File: config.mk
export PLATFORM = sky130hd
export DESIGN_NAME = midi_uart
export DESIGN_NICKNAME = d
export VERILOG_FILES = /design/src/rtl/midi_pkg.sv /design/src/rtl/midi_tick_gen.sv /design/src/rtl/midi_tx.sv /design/src/rtl/midi_rx.sv /design/src/rtl/midi_uart.sv
export SDC_FILE = /design/constraint.sdc
export NUM_CORES = 1
export LEC_CHECK = 0
export BUFFER_PORTS_ARGS = -buffer_cell sky130_fd_sc_hd__buf_2
export CAP_MARGIN = 20
export CELL_PAD_IN_SITES_DETAIL_PLACEMENT = 1
export CELL_PAD_IN_SITES_GLOBAL_PLACEMENT = 1
export CORE_MARGIN = 3
export CORE_UTILIZATION = 41
export CTS_CLUSTER_DIAMETER = 100
export CTS_CLUSTER_SIZE = 28
export DETAILED_ROUTE_END_ITERATION = 10
export GPL_TIMING_DRIVEN = 0
export PLACE_DENSITY_LB_ADDON = 0.1
export REMOVE_ABC_BUFFERS = 1
export SYNTH_ARGS = -nofsm -noshare
export SYNTH_HDL_FRONTEND = slang
export SYNTH_SLANG_ARGS = --single-unit
File: constraint.sdc
create_clock -name clk -period 2.05 [get_ports clk]
set_input_delay 0.3075 -clock clk [delete_from_list [all_inputs] [get_ports clk]]
set_output_delay 0.3075 -clock clk [all_outputs]
set_load 0.02 [all_outputs]
File: src/rtl/midi_pkg.sv
package midi_pkg;
    localparam int OVS = 16;
    localparam int OVS_W = $clog2(OVS);
    localparam int DATA_W = 8;

    typedef enum logic [1:0] {
        TX_IDLE,
        TX_START,
        TX_DATA,
        TX_STOP
    } tx_state_t;

    typedef enum logic [1:0] {
        RX_IDLE,
        RX_START,
        RX_DATA,
        RX_STOP
    } rx_state_t;
endpackage

File: src/rtl/midi_tick_gen.sv
module midi_tick_gen #(
    parameter int TICK_DIV = 100
) (
    input  logic clk,
    input  logic rst,
    output logic tick
);
    localparam int CW = (TICK_DIV > 2) ? $clog2(TICK_DIV) : 1;
    localparam logic [CW-1:0] LAST = CW'(TICK_DIV - 1);

    logic [CW-1:0] cnt_q;

    always_ff @(posedge clk) begin
        if (rst) cnt_q <= '0;
        else if (cnt_q == LAST) cnt_q <= '0;
        else cnt_q <= cnt_q + 1'b1;
    end

    assign tick = (cnt_q == LAST);

    p_tick_gap_r2: assert property (@(posedge clk) disable iff (rst)
        tick |=> !tick || (TICK_DIV == 1));
endmodule

File: src/rtl/midi_tx.sv
module midi_tx
    import midi_pkg::*;
(
    input  logic              clk,
    input  logic              rst,
    input  logic              tick,
    input  logic              load,
    input  logic [DATA_W-1:0] din,
    output logic              txd,
    output logic              idle,
    output logic              done
);
    localparam logic [OVS_W-1:0] TLAST = OVS_W'(OVS - 1);
    localparam int BW = $clog2(DATA_W);

    tx_state_t         state_q;
    logic [OVS_W-1:0]  tcnt_q;
    logic [BW-1:0]     bit_q;
    logic [DATA_W-1:0] sh_q;
    logic              bit_end;

    assign bit_end = tick && (tcnt_q == TLAST);

    always_ff @(posedge clk) begin
        if (rst) begin
            state_q <= TX_IDLE;
            tcnt_q  <= '0;
            bit_q   <= '0;
            sh_q    <= '0;
        end else begin
            if (state_q != TX_IDLE && tick) tcnt_q <= tcnt_q + 1'b1;
            unique case (state_q)
                TX_IDLE: if (load) begin
                    state_q <= TX_START;
                    sh_q    <= din;
                    tcnt_q  <= '0;
                    bit_q   <= '0;
                end
                TX_START: if (bit_end) state_q <= TX_DATA;
                TX_DATA: if (bit_end) begin
                    sh_q <= {1'b1, sh_q[DATA_W-1:1]};
                    if (bit_q == BW'(DATA_W - 1)) state_q <= TX_STOP;
                    else bit_q <= bit_q + 1'b1;
                end
                TX_STOP: if (bit_end) state_q <= TX_IDLE;
                default: state_q <= TX_IDLE;
            endcase
        end
    end

    always_comb begin
        txd  = 1'b1;
        idle = 1'b0;
        done = 1'b0;
        unique case (state_q)
            TX_IDLE:  idle = 1'b1;
            TX_START: txd = 1'b0;
            TX_DATA:  txd = sh_q[0];
            TX_STOP:  done = bit_end;
            default:  idle = 1'b1;
        endcase
    end

    p_start_from_idle_r3: assert property (@(posedge clk) disable iff (rst)
        (state_q == TX_IDLE && load) |=> (state_q == TX_START && tcnt_q == '0));
    p_busy_write_ignored_r3: assert property (@(posedge clk) disable iff (rst)
        (state_q != TX_IDLE && load && !tick) |=> $stable(sh_q));
endmodule

File: src/rtl/midi_rx.sv
module midi_rx
    import midi_pkg::*;
(
    input  logic              clk,
    input  logic              rst,
    input  logic              tick,
    input  logic              rxd,
    output logic [DATA_W-1:0] byte_o,
    output logic              valid,
    output logic              stop_bad
);
    localparam logic [OVS_W-1:0] TLAST = OVS_W'(OVS - 1);
    localparam logic [OVS_W-1:0] TMID = OVS_W'(OVS / 2 - 1);
    localparam int BW = $clog2(DATA_W);

    rx_state_t         state_q;
    logic [1:0]        sync_q;
    logic              rx_s;
    logic [OVS_W-1:0]  tcnt_q;
    logic [BW-1:0]     bit_q;
    logic [DATA_W-1:0] sh_q;

    assign rx_s = sync_q[1];

    always_ff @(posedge clk) begin
        if (rst) sync_q <= 2'b11;
        else sync_q <= {sync_q[0], rxd};
    end

    always_ff @(posedge clk) begin
        if (rst) begin
            state_q <= RX_IDLE;
            tcnt_q  <= '0;
            bit_q   <= '0;
            sh_q    <= '0;
        end else if (tick) begin
            tcnt_q <= tcnt_q + 1'b1;
            unique case (state_q)
                RX_IDLE: begin
                    tcnt_q <= '0;
                    if (!rx_s) state_q <= RX_START;
                end
                RX_START: if (tcnt_q == TMID) begin
                    tcnt_q  <= '0;
                    bit_q   <= '0;
                    state_q <= rx_s ? RX_IDLE : RX_DATA;
                end
                RX_DATA: if (tcnt_q == TLAST) begin
                    sh_q <= {rx_s, sh_q[DATA_W-1:1]};
                    if (bit_q == BW'(DATA_W - 1)) state_q <= RX_STOP;
                    else bit_q <= bit_q + 1'b1;
                end
                RX_STOP: if (tcnt_q == TLAST) state_q <= RX_IDLE;
                default: state_q <= RX_IDLE;
            endcase
        end
    end

    always_comb begin
        byte_o   = sh_q;
        valid    = 1'b0;
        stop_bad = 1'b0;
        unique case (state_q)
            RX_STOP: begin
                valid    = tick && (tcnt_q == TLAST);
                stop_bad = !rx_s;
            end
            default: ;
        endcase
    end

    p_false_start_r5: assert property (@(posedge clk) disable iff (rst)
        (state_q == RX_START && tick && tcnt_q == TMID && rx_s) |=> (state_q == RX_IDLE));
endmodule

File: src/rtl/midi_uart.sv
module midi_uart
    import midi_pkg::*;
#(
    parameter int TICK_DIV = 100
) (
    input  logic       clk,
    input  logic       rst,
    input  logic       bus_wr,
    input  logic       bus_rd,
    input  logic       bus_addr,
    input  logic [7:0] bus_wdata,
    output logic [7:0] bus_rdata,
    input  logic       midi_rx,
    output logic       midi_tx,
    output logic       midi_thru,
    output logic       irq
);
    logic              tick;
    logic              tx_load, tx_idle, tx_done;
    logic [DATA_W-1:0] rx_byte;
    logic              rx_valid, rx_bad;
    logic              rd_data;
    logic [DATA_W-1:0] data_q;
    logic              ready_q, ovr_q, ferr_q, txirq_q;

    midi_tick_gen #(.TICK_DIV(TICK_DIV)) u_tick (
        .clk(clk), .rst(rst), .tick(tick)
    );

    assign tx_load = bus_wr && !bus_addr;
    assign rd_data = bus_rd && !bus_addr;

    midi_tx u_tx (
        .clk(clk), .rst(rst), .tick(tick), .load(tx_load), .din(bus_wdata),
        .txd(midi_tx), .idle(tx_idle), .done(tx_done)
    );

    midi_rx u_rx (
        .clk(clk), .rst(rst), .tick(tick), .rxd(midi_rx),
        .byte_o(rx_byte), .valid(rx_valid), .stop_bad(rx_bad)
    );

    always_ff @(posedge clk) begin
        if (rst) begin
            data_q  <= '0;
            ready_q <= 1'b0;
            ovr_q   <= 1'b0;
            ferr_q  <= 1'b0;
            txirq_q <= 1'b0;
        end else begin
            if (rx_valid) begin
                data_q  <= rx_byte;
                ready_q <= 1'b1;
                ferr_q  <= rx_bad;
                if (ready_q && !rd_data) ovr_q <= 1'b1;
                else if (rd_data) ovr_q <= 1'b0;
            end else if (rd_data) begin
                ready_q <= 1'b0;
                ovr_q   <= 1'b0;
            end
            if (tx_done) txirq_q <= 1'b1;
            else if (tx_load && tx_idle) txirq_q <= 1'b0;
        end
    end

    assign bus_rdata = bus_addr ? {ready_q, tx_idle, 4'b0000, ovr_q, ferr_q} : data_q;
    assign irq       = ready_q || txirq_q;
    assign midi_thru = midi_rx;

    p_ready_set_r6: assert property (@(posedge clk) disable iff (rst)
        rx_valid |=> (ready_q && irq));
    p_read_clears_r7: assert property (@(posedge clk) disable iff (rst)
        (rd_data && !rx_valid) |=> (!ready_q && !ovr_q));
    p_overrun_r9: assert property (@(posedge clk) disable iff (rst)
        (rx_valid && ready_q && !rd_data) |=> ovr_q);
    p_txirq_r4: assert property (@(posedge clk) disable iff (rst)
        tx_done |=> (irq && tx_idle));
endmodule

Word-level counts from Yosys, hierarchy flattened

Index checks and enable logic that the tools add are counted.

Bits in registers: 55
Input port bits: 14
Output and inout bits: 11
Logic and storage cells: 111

Add/subtract/negate cells: 5
Equality and inequality tests: 24
Mux-type cells: 42
Reductions and logical operators: 25

Operator list:

| operator                                      | count |
|---|---|
| two-way mux 8 bit                             | 3 |
| two-way mux 2 bit                             | 11 |
| two-way mux 3 bit                             | 6 |
| two-way mux 4 bit                             | 4 |
| != test 2 x 1 -> 1 bit, second input constant | 8 |
| case mux 2 bit (4 select lines)               | 2 |
| case mux 8 bit (2 select lines)               | 1 |
| case mux 3 bit (2 select lines)               | 2 |
| two-way mux 1 bit                             | 11 |
| AND reduction 5 bit                           | 2 |
| nonzero test 2 bit                            | 5 |
| adder 4 x 1 -> 4 bit, second input constant   | 2 |
| == test 2 bit, second input constant          | 4 |
| == test 4 bit, second input constant          | 2 |
| != test 2 bit, second input constant          | 4 |
| case mux 4 bit (2 select lines)               | 1 |
| adder 7 x 1 -> 7 bit, second input constant   | 1 |
| == test 7 bit, second input constant          | 1 |
| logical AND 1 bit                             | 7 |
| adder 3 x 1 -> 3 bit, second input constant   | 2 |
| == test 3 bit, second input constant          | 2 |
| AND reduction 3 bit                           | 2 |
| AND reduction 6 bit                           | 1 |
| == test 2 x 1 -> 1 bit, second input constant | 2 |
| 7 further kinds                               | 10 |

Logic depth before layout (Yosys ltp)

Word-level depth: 6
Mapped depth: 8
Gate-level depth less buffers: 6

Hierarchy

From an unflattened synthesis, not the netlist that was laid out.

Cells, all modules: 298
Area, all modules: 2,775.2 sq um

By module, submodules not included:

| module        | times used | cells an instance | area an instance (sq um) | sequential area each (sq um) |
|---|---|---|---|---|
| midi_tx       | 1          | 108               | 983.4                    | 340.3 |
| midi_rx       | 1          | 104               | 940.9                    | 380.4 |
| midi_uart     | 1          | 53                | 544.3                    | 240.2 |
| midi_tick_gen | 1          | 33                | 306.5                    | 140.1 |

Least setup slack after synthesis

No wires, ideal clock.

Path kind: reg2reg
Start: reg u_rx.bit_q[0]
End: reg u_rx.bit_q[0]
Library setup time: 0.070 ns
Arrival: 1.906 ns
Data required time: 1.980 ns
Setup slack: 0.074 ns
Stages on the path, launching flop included: 7
Buffers on the path: 0
Period minus slack after synthesis: 1.976 ns
Path through: dfxtp_1 > ha_1 > ha_1 > nand4bb_1 > a2111o_1 > or4b_1 > a21oi_1

Word-level cells in the longest chain between the ends: 4
Elaborated cells on any way between the ends: 7
Those cells by class: add/sub: 1; eq/ne: 2; mux: 3; reduce/logical: 1

RTL lines:

| element                         | line          | text |
|---|---|---|
| start, declared                 | midi_rx.sv:20 | `logic [BW-1:0] bit_q;` |
| start signal, assigned          | midi_rx.sv:51 | `else bit_q <= bit_q + 1'b1;` |
| adder 3 x 1 -> 3 bit            | midi_rx.sv:51 |  |
| two-way mux 3 bit               | midi_rx.sv:50 | `if (bit_q == BW'(DATA_W - 1)) state_q <= RX_STOP;` |
| two-way mux 3 bit               | midi_rx.sv:48 | `RX_DATA: if (tcnt_q == TLAST) begin` |
| case mux 3 bit (2 select lines) | midi_rx.sv:38 | `unique case (state_q)` |

Parallel ways exist; a longest one is shown, timed or not. The select of a mux whose other input is x is not followed.
A chain may end at the register's enable or synchronous reset.

Worst setup path after layout

Start: reg u_rx.bit_q[0]
End: reg u_rx.bit_q[2]

Same word-level chain as after synthesis.

==> out/results.tsv <==
metric	value	unit
synth_top_family_by_area	simple AND/OR/NAND/NOR gates	
synthFlopType	dfxtp_1	
place_inst	363	
cp.arrival	2.22	ns
root_buffer	clkbuf_8	
p_leak	1.23	nW
cts_hold_buf	0	
grt_use_met2	27.4	%
period_needed	1.99	ns
die-area	7600	µm²
busiest_layer	met2	
start_util	43.8	%
maxCapViolations	0	
drt-initial-drc-count	68	
cts_tree	yes	
synthMuxAreaShare	12.5	%
drv_slew	0	
core-area	6170	µm²
wire_per_inst	15.6	µm
fin_skew	0.0103	ns
clk_latency	0.31	ns
numCtsBuffers	5	
yosysTopAreaCell	dfxtp_1	
synth_edf_count	0	
setup_viol	0	
synth.most_common_cell	dfxtp_1	
grt_pass1_wl	10400	µm
io_buffers	24	
ys_top_cells_by_count	55 x dfxtp_1, 27 x mux2i_1, 23 x nand2b_1, 20 x a21oi_1, 16 x nor2_1	
die_h	87.2	µm
crit_type	reg -> reg	
vias	2061	
final_layout_size_suffix_gt1_share	24.2	%
overflow	0	
path_clk_slew	0.11	ns
post_dp_cell_area	2820	µm²
final.period_utilization	97.2	%
worstHoldPathType	in -> reg	
peakVddDrop	0.000459	V
nets	327	
outcome	finished, final reports clean	
syn2layout_area_growth	14.4	%
syn_inst	282	
hpwl	3930	µm
cp-end-kind	flop	
stdcell_area	3090	µm²
start_kind	flop	
clk_path_buf_depth	2	
power_density	853	nW/µm²
ant_nets	0	
synth_compound_area_share	11.7	%
slew_headroom	45.3	%
max_freq	0.502	GHz
synth_top_area_share	40.7	%
grt_max_degree	51	
post-route-util	50.1	%
use_met3	2.93	%
synthAdderAreaFrac	5.56	%
worst_slack	0.0576	ns
synth-seq-cells	55	
first_pass_iters	4	
std_cell_rows	28	
totalWireLength	5880	µm
tightest_slew	0.820	ns
avgSynthCellArea	9.58	µm²
synth_warnings	0	
grt_usage	16.8	%
final_hold_viol_count	0	
synth_seq_area_share	40.7	%
grt_pass1_vias	2166	
stdcell_count	377	
die_w	87.2	µm
netlist_area	2700	µm²
ioPinCount	25	
drcViolationCount	0	
synth-async-reset-ratio	0	%
clock_sinks	55	
diodes	0	
antenna_found_initial	0	
gp_congestion	0.726	
htreeDepth	2	
viasPerCell	5.47	
yosys.area_share.simple	21.5	%
dp_slack	-0.486	ns
synth.area.top_cells	dfxtp_1 41%, mux2i_1 10%, ha_1 5.6%	
synth-xor-area-share	2.92	%
globalRouteMet1Util	23.2	%
rsz0062_at_grt	true	
critPathRequiredTime	2.28	ns
crit_fanout	5	
synth_cell_types	53	
## per-stage QoR
step | hold WS [ns] | setup TNS, ns | total power (W)
finish | 0.197 | 0 | 0.00264
global route | 0.192 | -0.0901 | 0.00281
CTS | 0.188 | 0 | 0.00266
detailed placement | 0.401 | -6.08 | 0.00185
global placement | 0.391 | -5.91 | 0.00183
floorplan | 0.377 | 0 | 0.00166
## critical path, cell delays in order, from the launching register on
cell,delay [ns]
dfxtp_2,0.36
ha_4,0.16
ha_4,0.14
nand4bb_1,0.18
a2111o_1,0.44
or4b_1,0.48
a21oi_1,0.15
## cells by family (layout without fill, tap and decap cells)
logic type,Yosys count,after routing
simple gates,96,96
mux,33,33
xor+xnor,9,9
fa+ha+maj,12,12
compound gates,48,48
flops,55,55
buf+inv,29,49
## metal layers
layer  vias to the layer above  routed length (µm)
met5                         -                   0
met4                         0                  29
met3                         2                 161
met2                        26                2790
met1                       997                2900
li1                       1036                   -
## cell type report
| type | instances | area [µm²] |
|---|---|---|
| tap | 75 | 93.8 |
| fill | 694 | 3070 |
| multi-input combinational | 198 | 1560 |
| clock buffer | 5 | 68.8 |
| clock inverter | 3 | 47.5 |
| timing repair buffer | 31 | 173 |
| inverter | 10 | 37.5 |
| sequential | 55 | 1110 |
## report_power, final
part / switching [W] / total [W] / internal, W / leakage, nW
Clock: 0.000373 / 0.000744 / 0.000371 / 0.0587
Sequential: 0.0000525 / 0.00120 / 0.00114 / 0.448
Combinational: 0.000414 / 0.000696 / 0.000282 / 0.720
Total: 0.000840 / 0.00264 / 0.00180 / 1.23
## final timing paths
path	start	endpoint	slack, ns	cells after the start
min	midi_rx	u_rx.sync_q[0]	0.20	2
max reg2reg	u_rx.bit_q[0]	u_rx.bit_q[2]	0.06	6
max	u_rx.bit_q[0]	u_rx.bit_q[2]	0.06	6
min reg2reg	u_rx.sync_q[0]	u_rx.sync_q[1]	0.42	1
## layout by cell type, fill, tap and decap left out, types with 2 or more instances in the layout
cell      synthesis  routed
inv_1            10      10
ha_4              0       3
nor2b_1           7       7
nand4_1           3       3
mux2_2            6       6
or3_1             2       2
nand2_1           9       9
nand2b_1         23      23
o21ai_0           3       3
xor2_1            2       2
ha_2              0       2
or2_2             4       4
nand3_1           5       5
xnor2_1           7       7
clkbuf_8          0       5
nor3_1            5       4
buf_4             1       7
a21oi_1          20      19
and2_1            2       2
dfxtp_1          55      51
a21o_1            2       2
dfxtp_2           0       3
mux2i_1          27      27
buf_2             2      24
a211oi_1          7       7
nor2_1           16      15
ha_1             12       7
or4b_1            3       3
a311oi_1          2       2
o31ai_1           4       3
nor4_1            3       2
## sequential cells by signal, indices dropped and copies added (netlist names), named ones only
name / flops
u_rx.sync_q: 2
u_tx.bit_q: 3
u_tick.cnt_q: 7
u_rx.byte_o: 8
ovr_q: 1
data_q: 8
u_tx.sh_q: 8
u_rx.tcnt_q: 4
ready_q: 1
u_tx.state_q: 2
u_rx.state_q: 1
ferr_q: 1
u_tx.tcnt_q: 4
u_rx.bit_q: 3
txirq_q: 1
## what timing repair did
action / in CTS / in global routing
hold endpoints to repair: 0 / 0
setup endpoints to repair: 33 / 20
gates resized for setup: 18 / 7
pin swaps: 5 / 3
setup buffers: 3 / 3
(Power assumes the default switching activity.)
